$ cat src/rtl/tmr_pkg.sv
package tmr_pkg;
  typedef enum logic [1:0] {
    A_CTRL = 2'd0,
    A_CNT  = 2'd1,
    A_MOD  = 2'd2,
    A_CFG  = 2'd3
  } reg_addr_e;

  typedef enum logic [1:0] {
    SRC_OFF  = 2'd0,
    SRC_SYS  = 2'd1,
    SRC_EXT  = 2'd2,
    SRC_HOLD = 2'd3
  } clk_src_e;

  localparam int SRC_LO   = 3;
  localparam int IE_BIT   = 6;
  localparam int FLAG_BIT = 7;
  localparam int UNLK_BIT = 8;
endpackage

$ cat src/rtl/tmr_prescaler.sv
module tmr_prescaler #(
  parameter int PSW = 3
) (
  input  logic           clk,
  input  logic           rst,
  input  logic           clr,
  input  logic           tick,
  input  logic [PSW-1:0] ps,
  output logic           adv
);
  localparam int PCW = (1 << PSW) - 1;

  logic [PCW-1:0] pcnt;
  logic [PCW-1:0] lim;

  assign lim = PCW'((1 << ps) - 1);
  assign adv = tick && !clr && (pcnt == lim);

  always_ff @(posedge clk) begin
    if (rst || clr) begin
      pcnt <= '0;
    end else if (tick) begin
      pcnt <= (pcnt == lim) ? '0 : pcnt + PCW'(1);
    end
  end
endmodule

$ cat src/rtl/tmr_counter.sv
module tmr_counter #(
  parameter int CW = 16
) (
  input  logic          clk,
  input  logic          rst,
  input  logic          clr,
  input  logic          adv,
  input  logic [CW-1:0] modv,
  output logic [CW-1:0] cnt,
  output logic          wrap
);
  logic at_top;

  assign at_top = (cnt >= modv);
  assign wrap   = adv && !clr && at_top;

  always_ff @(posedge clk) begin
    if (rst || clr) begin
      cnt <= '0;
    end else if (adv) begin
      cnt <= at_top ? '0 : cnt + CW'(1);
    end
  end
endmodule

$ cat src/rtl/tmr_flag.sv
module tmr_flag #(
  parameter int TW = 5
) (
  input  logic          clk,
  input  logic          rst,
  input  logic          wrap,
  input  logic [TW-1:0] thr,
  input  logic          rd_ctrl,
  input  logic          wr_ctrl,
  input  logic          wbit,
  input  logic          ie_d,
  output logic          flag_q,
  output logic          armed_q,
  output logic          irq
);
  logic [TW-1:0] wcnt;
  logic          hit;
  logic          clr_ok;
  logic          flag_d;

  assign hit    = wrap && ((thr == '0) || ({1'b0, wcnt} + (TW+1)'(1) >= {1'b0, thr}));
  assign clr_ok = wr_ctrl && !wbit && armed_q && !wrap;

  always_comb begin
    flag_d = flag_q;
    if (hit)         flag_d = 1'b1;
    else if (clr_ok) flag_d = 1'b0;
  end

  always_ff @(posedge clk) begin
    if (rst) begin
      wcnt    <= '0;
      flag_q  <= 1'b0;
      armed_q <= 1'b0;
      irq     <= 1'b0;
    end else begin
      if (wrap) wcnt <= hit ? '0 : wcnt + TW'(1);
      flag_q <= flag_d;
      irq    <= flag_d && ie_d;
      if (wrap || wr_ctrl)        armed_q <= 1'b0;
      else if (rd_ctrl && flag_q) armed_q <= 1'b1;
    end
  end
endmodule

$ cat src/rtl/ovf_mod_timer.sv
module ovf_mod_timer #(
  parameter int CW  = 16,
  parameter int PSW = 3,
  parameter int TW  = 5
) (
  input  logic          clk,
  input  logic          rst,
  input  logic          ext_tick,
  input  logic          wr_en,
  input  logic          rd_en,
  input  logic [1:0]    addr,
  input  logic [CW-1:0] wdata,
  output logic [CW-1:0] rdata,
  output logic          irq
);
  import tmr_pkg::*;

  logic [PSW-1:0] ps_q;
  logic [1:0]     src_q;
  logic           ie_q;
  logic [CW-1:0]  mod_q;
  logic [TW-1:0]  thr_q;
  logic           unlock_q;

  logic wr_ctrl, wr_cnt, wr_mod, wr_cfg, rd_ctrl;
  logic ctl_ok, restart, tick_src, adv, wrap, ie_d;
  logic flag_q, armed_q;
  logic [CW-1:0] cnt;
  logic [CW-1:0] ctrl_word, cfg_word;

  assign wr_ctrl = wr_en && (addr == A_CTRL);
  assign wr_cnt  = wr_en && (addr == A_CNT);
  assign wr_mod  = wr_en && (addr == A_MOD);
  assign wr_cfg  = wr_en && (addr == A_CFG);
  assign rd_ctrl = rd_en && (addr == A_CTRL);

  assign ctl_ok   = wr_ctrl && unlock_q;
  assign restart  = ctl_ok && (wdata[SRC_LO+1:SRC_LO] != src_q);
  assign tick_src = (src_q == SRC_SYS) || ((src_q == SRC_EXT) && ext_tick);
  assign ie_d     = ctl_ok ? wdata[IE_BIT] : ie_q;

  always_ff @(posedge clk) begin
    if (rst) begin
      ps_q     <= '0;
      src_q    <= SRC_OFF;
      ie_q     <= 1'b0;
      mod_q    <= '1;
      thr_q    <= '0;
      unlock_q <= 1'b0;
    end else begin
      if (wr_cfg) begin
        unlock_q <= wdata[UNLK_BIT];
        if (unlock_q) thr_q <= wdata[TW-1:0];
      end
      if (ctl_ok) begin
        ps_q  <= wdata[PSW-1:0];
        src_q <= wdata[SRC_LO+1:SRC_LO];
        ie_q  <= wdata[IE_BIT];
      end
      if (wr_mod && unlock_q) mod_q <= wdata;
    end
  end

  tmr_prescaler #(.PSW(PSW)) u_pre (
    .clk(clk), .rst(rst), .clr(restart), .tick(tick_src), .ps(ps_q), .adv(adv)
  );

  tmr_counter #(.CW(CW)) u_cnt (
    .clk(clk), .rst(rst), .clr(restart || wr_cnt), .adv(adv),
    .modv(mod_q), .cnt(cnt), .wrap(wrap)
  );

  tmr_flag #(.TW(TW)) u_flag (
    .clk(clk), .rst(rst), .wrap(wrap), .thr(thr_q), .rd_ctrl(rd_ctrl),
    .wr_ctrl(wr_ctrl), .wbit(wdata[FLAG_BIT]), .ie_d(ie_d),
    .flag_q(flag_q), .armed_q(armed_q), .irq(irq)
  );

  always_comb begin
    ctrl_word = '0;
    ctrl_word[PSW-1:0]         = ps_q;
    ctrl_word[SRC_LO+1:SRC_LO] = src_q;
    ctrl_word[IE_BIT]          = ie_q;
    ctrl_word[FLAG_BIT]        = flag_q;
    cfg_word = '0;
    cfg_word[TW-1:0]           = thr_q;
    cfg_word[UNLK_BIT]         = unlock_q;
  end

  always_ff @(posedge clk) begin
    if (rst) begin
      rdata <= '0;
    end else if (rd_en) begin
      case (reg_addr_e'(addr))
        A_CTRL:  rdata <= ctrl_word;
        A_CNT:   rdata <= cnt;
        A_MOD:   rdata <= mod_q;
        default: rdata <= cfg_word;
      endcase
    end
  end
endmodule

$ cat config.mk
export PLATFORM = sky130hd
export DESIGN_NAME = ovf_mod_timer
export DESIGN_NICKNAME = d
export VERILOG_FILES = /design/src/rtl/tmr_pkg.sv /design/src/rtl/tmr_prescaler.sv /design/src/rtl/tmr_counter.sv /design/src/rtl/tmr_flag.sv /design/src/rtl/ovf_mod_timer.sv
export SDC_FILE = /design/constraint.sdc
export NUM_CORES = 1
export LEC_CHECK = 0
export BUFFER_PORTS_ARGS = -buffer_cell sky130_fd_sc_hd__buf_2
export CORE_MARGIN = 1
export CORE_UTILIZATION = 40
export DETAILED_ROUTE_END_ITERATION = 7
export PLACE_DENSITY_LB_ADDON = 0.15
export REMOVE_ABC_BUFFERS = 1
export SETUP_SLACK_MARGIN = 0.15
export SYNTH_ARGS = -nofsm -noshare
export SYNTH_HDL_FRONTEND = slang
export SYNTH_SLANG_ARGS = --single-unit
$ cat constraint.sdc
create_clock -name clk -period 2.4 [get_ports clk]
set_input_delay 0.48 -clock clk [delete_from_list [all_inputs] [get_ports clk]]
set_output_delay 0.48 -clock clk [all_outputs]
set_load 0.02 [all_outputs]
==> impl_summary.log, run 1 <==
[metrics] clock buffer depth: 2
[metrics] CTS Root Buffer Type: sky130_fd_sc_hd__clkbuf_8
[metrics] initial core utilization: 41.6%
[metrics] data required time of the critical path: 2.66 ns
[metrics] number of vias per cell: 5.37
[metrics] cell area after synthesis: 0.00410 mm2
[metrics] vias in the first global route: 3192
[metrics] number of antenna cells inserted: 0
[metrics] fraction of the mapped netlist area in simple logic gates: 23.1%
[metrics] proportion of layout cells with a drive suffix above 1: 27.3%
[metrics] proportion of synthesized flip-flops having asynchronous set or reset: 0%
[metrics] DP Wirelength: 7.43 mm
[metrics] number of placement rows: 36
[metrics] Worst Path Arrival: 2.55 ns
[metrics] DRC viols: 0
[metrics] cell count after synthesis: 472
[metrics] number of max-cap violations: 0
[metrics] number of DRC markers after the initial detailed-route iteration: 121
[metrics] Pwr per Cell Area: 513 mW/mm2
[metrics] final critical-path share of the clock period: 95.2%
[metrics] antenna violations before repair: 0
[metrics] Die Outline Area: 0.0107 mm2
[metrics] CTS HTree Levels: 3
[metrics] number of synthesized register bits: 75
[metrics] largest family of logic cells by synthesized area: simple AND/OR/NAND/NOR gates
[metrics] clock sink total: 75
[metrics] worst setup skew after layout: 0.00632 ns
[metrics] post-synth cell types: 58
[metrics] mux cell area share after synthesis: 7.97%
[metrics] largest net degree at the start of global routing: 44
[metrics] Slew Limit Headroom: 66.7%
[metrics] die height: 103 um
[metrics] top library cells by usage in the layout, fill and taps aside: sky130_fd_sc_hd__dfxtp_1 (60), sky130_fd_sc_hd__nand2_1 (51), sky130_fd_sc_hd__nor2_1 (50)
[metrics] run status: complete, no violations
[metrics] layout-stage area growth over the synthesis result: 21.9%
[metrics] Slew Viols, Final: 0
[metrics] CTS buffer count: 9
[metrics] element type at the critical path end: flop
[metrics] NumNets Final: 580
[metrics] post-place instance area: 0.00454 mm2
[metrics] wire length of the first global-routing pass: 15.9 mm
[metrics] area of the core region: 0.00986 mm2
[metrics] RSZ-0062 raised after global routing: yes
[metrics] Static Leakage: 2.20 nW
[metrics] post-route insts no fill: 671
[metrics] highest fanout seen on the critical path: 5
[metrics] path type of the worst min-delay path: primary input to flop
[metrics] Critical Path Source Type: flop
[metrics] count of port buffers added during placement: 39
[metrics] vias after detailed routing: 3600
[metrics] final standard cell area without fillers: 0.00500 mm2
[metrics] remaining antenna violation count after routing: 0
[metrics] average wire per cell in the routed design: 15.2 um
[metrics] IR drop worst, VDD: 0.000294 V
[metrics] final hold viol count: 0
[metrics] iteration count of the initial detailed-routing pass: 4
[metrics] xor-xnor portion of the synthesized cell area: 3.42%
[metrics] Synthesis Warnings: 0
[metrics] Die X-Extent: 103 um
[metrics] maximum operating frequency: 438 MHz
[metrics] remaining global-route overflow: 0
[metrics] Final setup violation count: 0
[metrics] worst setup path category: flop to flop
[metrics] Synth Area in Adders: 7.33%
[metrics] synthesized-area fraction occupied by ao, oa, aoi and oai cells: 15.6%
[metrics] register-to-register path setup slack: 0.12 ns
[metrics] average cell area after synthesis: 8.68 um2
[metrics] final weighted congestion in routability-driven placement: 0.821
[metrics] final routed wirelength across all metal layers: 10.2 mm
[metrics] leading register cell type out of synthesis: sky130_fd_sc_hd__dfxtp_1
[metrics] final critical path time including I/O delays and setup: 2.28 ns
[metrics] number of primary I/O pins: 40
[metrics] GRT Resource Usage Total: 19.7%
[metrics] Seq/Total Area, Yosys: 36.6%
[metrics] CTS clock-pin slew for the worst setup and hold paths: 0.08 ns
[metrics] Inst Count DP: 643
[metrics] clock latency on the worst-skew pair: 0.35 ns
[metrics] Post-synth EDFFs: 0
[metrics] pin slew with the least headroom to its limit: 0.492 ns
[metrics] CTS tree: done
[metrics] most common library cell in the layout ignoring fill and taps: sky130_fd_sc_hd__dfxtp_1
cell usage after synthesis, drive strengths merged, types with 3 or more instances:
cell	n	area share (%)
dfxtp	75	37
nand2	52	4.9
nor2	50	4.6
inv	26	2.4
a21oi	24	3.1
ha	24	7.3
mux2i	21	5.1
clkbuf	20	1.8
a211oi	17	3.1
nand3b	17	3.1
nand3	14	1.7
o21ai	12	1.5
buf	10	1.7
nand4	10	1.5
a22oi	9	1.6
or3	8	1.2
xnor2	8	1.7
xor2	8	1.7
or4	6	1.2
mux4	5	2.8
nand2b	5	0.76
nor2b	5	0.76
o31ai	5	0.92
or2	4	0.61
a21boi	3	0.64
a31oi	3	0.46
and3	3	0.46
flip-flops by register name, indices dropped and copies added (netlist names), 2 cells and up:
signal,count
rdata,16
u_flag.wcnt,5
src_q,2
mod_q,16
u_cnt.cnt,16
ps_q,3
thr_q,5
u_pre.pcnt,7
layout make-up:
class	count	area, um2
Timing Repair Buffer	80	510
Fill cell	942	4870
Multi-Input combinational cell	341	2470
Inverter	26	97.6
Clock buffer	11	151
Sequential cell	75	1530
Clock inverter	5	75.1
Tap cell	133	166
cells by family (layout without fill, tap and decap cells):
group | after synthesis | count (layout)
AOI/OAI and AO/OA | 91 | 91
and+or+nand+nor | 184 | 184
xor gates and xnor gates | 16 | 16
DFF | 75 | 75
buffers and inverters | 56 | 122
adders and majority gates | 24 | 24
muxes | 26 | 26
worst paths after layout:
path                 from             end  cells after the start
min              wdata[9]        mod_q[9]                      3
max          u_cnt.cnt[0]  u_flag.wcnt[3]                     10
min reg2reg      mod_q[9]        mod_q[9]                      2
max reg2reg  u_cnt.cnt[0]  u_flag.wcnt[3]                     10
critical path, cell delays in order, from the launching register on:
cell and delay [ns]:
sky130_fd_sc_hd__dfxtp_2 0.34, sky130_fd_sc_hd__inv_2 0.05, sky130_fd_sc_hd__ha_4 0.22, sky130_fd_sc_hd__nand2b_4 0.13, sky130_fd_sc_hd__a2111o_1 0.38, sky130_fd_sc_hd__a32oi_2 0.28, sky130_fd_sc_hd__a211oi_2 0.13, sky130_fd_sc_hd__buf_6 0.15
sky130_fd_sc_hd__buf_6 0.11, sky130_fd_sc_hd__a21boi_2 0.14, sky130_fd_sc_hd__o32ai_1 0.26
report_power, final:
| part | leakage, nW | internal (W) | switching, W |
|---|---|---|---|
| registers | 0.609 | 0.00126 | 0.0000116 |
| clock network | 0.119 | 0.000637 | 0.000465 |
| logic | 1.48 | 0.0000774 | 0.000110 |
| total | 2.20 | 0.00197 | 0.000587 |
routing by layer:
metal / GRT usage (%) / share of wire [%] / vias up
met2: 31.8 / 47 / 55
met3: 4.30 / 3.4 / 14
met5: 0 / 0 / -
met4: 6.93 / 1.5 / 0
li1: - / - / 1805
met1: 26.0 / 48 / 1726
timing repair:
| action | 4_1_cts | 5_1_grt |
|---|---|---|
| endpoints found under the setup margin | 15 | 23 |
| pin swaps | 0 | 12 |
| gates resized for setup | 5 | 36 |
| buffers inserted | 0 | 12 |
| hold buffers | 0 | 0 |
metrics by stage:
step	setup TNS [ns]	setup slack [ns]	utilization [%]	hold WS, ns	total power, W
after floorplan	-3.15	-0.171	-	0.437	0.00139
after global placement	0	0.123	46.0	0.456	0.00149
after detailed placement	0	0.0760	46.0	0.478	0.00149
after CTS	0	0.140	48.4	0.331	0.00260
after global routing	0	0.0571	50.7	0.344	0.00267
final	0	0.116	50.7	0.344	0.00256
Note: power is estimated with default switching activity, not from simulation.
==> inputs of run 2 (changes only) <==
--- a/config.mk
+++ b/config.mk
@@ -10,7 +10,6 @@
 export CORE_UTILIZATION = 40
 export DETAILED_ROUTE_END_ITERATION = 7
 export PLACE_DENSITY_LB_ADDON = 0.15
-export REMOVE_ABC_BUFFERS = 1
 export SETUP_SLACK_MARGIN = 0.15
 export SYNTH_ARGS = -nofsm -noshare
 export SYNTH_HDL_FRONTEND = slang
==> impl_summary.log, run 2 (synthesized netlist as in run 1, its figures left out) <==
[metrics] run status: complete, no violations
[metrics] DP Wirelength: 7.26 mm (-2.3%)
[metrics] number of DRC markers after the initial detailed-route iteration: 134 (+11%)
[metrics] Slew Viols, Final: 0 (unchanged)
[metrics] wire length of the first global-routing pass: 16.7 mm (+4.5%)
[metrics] number of vias per cell: 5.33 (-0.62%)
[metrics] critical-path cell with the highest stage delay: sky130_fd_sc_hd__a2111o_1
[metrics] GRT Resource Usage Total: 20.5% (+0.78 points)
[metrics] worst setup skew after layout: 0.0193 ns (+0.0129 ns)
[metrics] CTS HTree Levels: 3 (unchanged)
[metrics] portion of total power attributed to combinational logic: 7.3% (about the same)
[metrics] clock latency on the worst-skew pair: 0.36 ns (about the same)
[metrics] CTS Root Buffer Type: sky130_fd_sc_hd__clkbuf_8
[metrics] count of port buffers added during placement: 39 (unchanged)
[metrics] path type of the worst min-delay path: primary input to flop
[metrics] vias after detailed routing: 3567 (-0.92%)
[metrics] antenna violations before repair: 0 (unchanged)
[metrics] CP bufs+invs: 3 (unchanged)
[metrics] data required time of the critical path: 2.62 ns (-0.04 ns)
[metrics] Post-CTS Hold Buffers: 0 (unchanged)
[metrics] area of the core region: 0.00986 mm2 (unchanged)
[metrics] CTS tree: done
[metrics] Worst Hold Margin: 0.340 ns (-0.00467 ns)
[metrics] element type at the critical path end: flop
[metrics] final routed wirelength across all metal layers: 10.3 mm (+0.58%)
[metrics] delay of the slowest critical-path stage: 0.37 ns (about the same)
[metrics] remaining global-route overflow: 0 (unchanged)
[metrics] final critical-path share of the clock period: 90.1% (-5.1 points)
[metrics] die height: 103 um (unchanged)
[metrics] final critical path time including I/O delays and setup: 2.16 ns (-0.121 ns)
[metrics] clock sink total: 75 (unchanged)
[metrics] final weighted congestion in routability-driven placement: 0.820 (-0.15%)
[metrics] Static Leakage: 2.17 nW (-1.5%)
[metrics] CTS clock-pin slew for the worst setup and hold paths: 0.08 ns (about the same)
[metrics] number of max-cap violations: 0 (unchanged)
[metrics] final hold viol count: 0 (unchanged)
[metrics] pin slew with the least headroom to its limit: 0.601 ns (+0.108 ns)
[metrics] Die X-Extent: 103 um (unchanged)
[metrics] share of power burned in registers: 48.7% (-0.9 points)
[metrics] number of antenna cells inserted: 0 (unchanged)
[metrics] crit-path most repeated cell: sky130_fd_sc_hd__buf_4
[metrics] iteration count of the initial detailed-routing pass: 4 (unchanged)
[metrics] maximum operating frequency: 462 MHz (+5.6%)
[metrics] IR drop worst, VDD: 0.000353 V (+20%)
[metrics] NumNets Final: 578 (-0.34%)
[metrics] layout-stage area growth over the synthesis result: 22.3%
[metrics] remaining antenna violation count after routing: 0 (unchanged)
[metrics] CTS buffer count: 9 (unchanged)
[metrics] number of placement rows: 36 (unchanged)
[metrics] Critical Path Source Type: flop
[metrics] highest fanout seen on the critical path: 6 (+1)
[metrics] RSZ-0062 raised after global routing: yes
[metrics] proportion of layout cells with a drive suffix above 1: 27.2% (-0.085 points)
[metrics] Slew Limit Headroom: 60.0% (-6.7 points)
[metrics] Final setup violation count: 0 (unchanged)
[metrics] number of primary I/O pins: 40 (unchanged)
[metrics] clock buffer depth: 2 (unchanged)
[metrics] Pwr per Cell Area: 520 mW/mm2 (+1.5%)
[metrics] Worst Path Arrival: 2.38 ns (-0.17 ns)
[metrics] Mapped Nets: 519
[metrics] most common library cell in the layout ignoring fill and taps: sky130_fd_sc_hd__dfxtp_1
[metrics] Cell Int Power: 0.00196 W (-0.62%)
[metrics] final sum of negative setup slack: 0 ns (unchanged)
[metrics] average wire per cell in the routed design: 15.3 um (+0.88%)
[metrics] fill cell total of the finished layout: 922 (-2.1%)
[metrics] top flop regs: mod_q (16), rdata (16), u_cnt.cnt (16)
[metrics] delay-heaviest family, CP: compound AO/OA/AOI/OAI gates
[metrics] initial core utilization: 41.6% (unchanged)
[metrics] worst setup path category: flop to flop
[metrics] cell-by-cell trace of the critical path: inv_2 -> ha_4 -> nand2b_4 -> a2111o_1 -> a32oi_2 -> a211oi_2 -> buf_4 -> buf_4 -> a21oi_1 -> nor4_1
[metrics] vias in the first global route: 3299 (+3.4%)
[metrics] power spent charging and discharging nets: 0.000644 W (+9.8%)
[metrics] Sw Ratio: 24.7% (+1.8 points)
[metrics] largest net degree at the start of global routing: 55 (+25%)
[metrics] DRC viols: 0 (unchanged)
[metrics] top library cells by usage in the layout, fill and taps aside: sky130_fd_sc_hd__dfxtp_1 (60), sky130_fd_sc_hd__nand2_1 (51), sky130_fd_sc_hd__nor2_1 (50)
[metrics] Die Outline Area: 0.0107 mm2 (unchanged)
[metrics] clock share of power: 44.0% (+1.0 points)
run 2: power groups by stage:
stage          clock network [W]  logic [W]  registers (W)
6_report                 0.00115   0.000190        0.00127
5_1_grt                  0.00123   0.000210        0.00127
2_1_floorplan                  0  0.0000952        0.00132
3_3_place_gp                   0   0.000183        0.00130
3_5_place_dp                   0   0.000184        0.00130
4_1_cts                  0.00116   0.000185        0.00127
run 2: timing repair:
| action | 4_1_cts | 5_1_grt |
|---|---|---|
| setup endpoints to repair | 19 | 19 |
| buffers inserted | 0 | 12 |
| gates resized for setup | 8 | 36 |
| endpoints found under the hold margin | 0 | 0 |
| cloned | 0 | 1 |
| pin swaps | 0 | 14 |
run 2: per-stage QoR:
stage | instance area, um2 | utilization [%] | total power, W | instances | setup WS [ns]
4_1_cts | 4770 | 48.4 | 0.00262 | 656 | 0.151
6_report | 5010 | 50.8 | 0.00261 | 669 | 0.237
2_1_floorplan | 4100 | - | 0.00141 | 472 | 0.154
3_5_place_dp | 4510 | 45.7 | 0.00149 | 640 | 0.0727
3_3_place_gp | 4510 | 45.7 | 0.00148 | 640 | 0.116
5_1_grt | 5010 | 50.8 | 0.00271 | 669 | 0.105
run 2: tightest hold or removal path, delay by kind of cell:
kind / cells / cell delay, ns
buf+inv: 1 / 0.07
simple gates: 2 / 0.11
run 2: final cells by class:
class,count,area [um2],share of cell area [%]
clock buffers,10,138,2.75
inverters,26,97.6,1.95
well taps,133,166,3.32
clock inverters,6,95.1,1.90
multi-input cells,342,2510,50.0
flip-flops and latches,75,1530,30.4
repair buffers,77,484,9.66
run 2: path summary, 6_finish.rpt:
path | slack, ns | from | endpoint | cells after the start
max | 0.24 | u_cnt.cnt[0] | u_flag.irq | 10
min | 0.34 | wdata[10] | mod_q[10] | 3
max reg2reg | 0.24 | u_cnt.cnt[0] | u_flag.irq | 10
min reg2reg | 0.48 | mod_q[8] | mod_q[8] | 2
run 2: per-layer routing:
metal,GRT usage [%],vias up,part of all wire (%),wire [um]
met2,31.6,66,45,4630
met3,3.09,15,4.2,429
li1,-,1804,-,-
met1,29.7,1682,49,5060
met5,0,-,0,0
met4,5.20,0,1.5,159
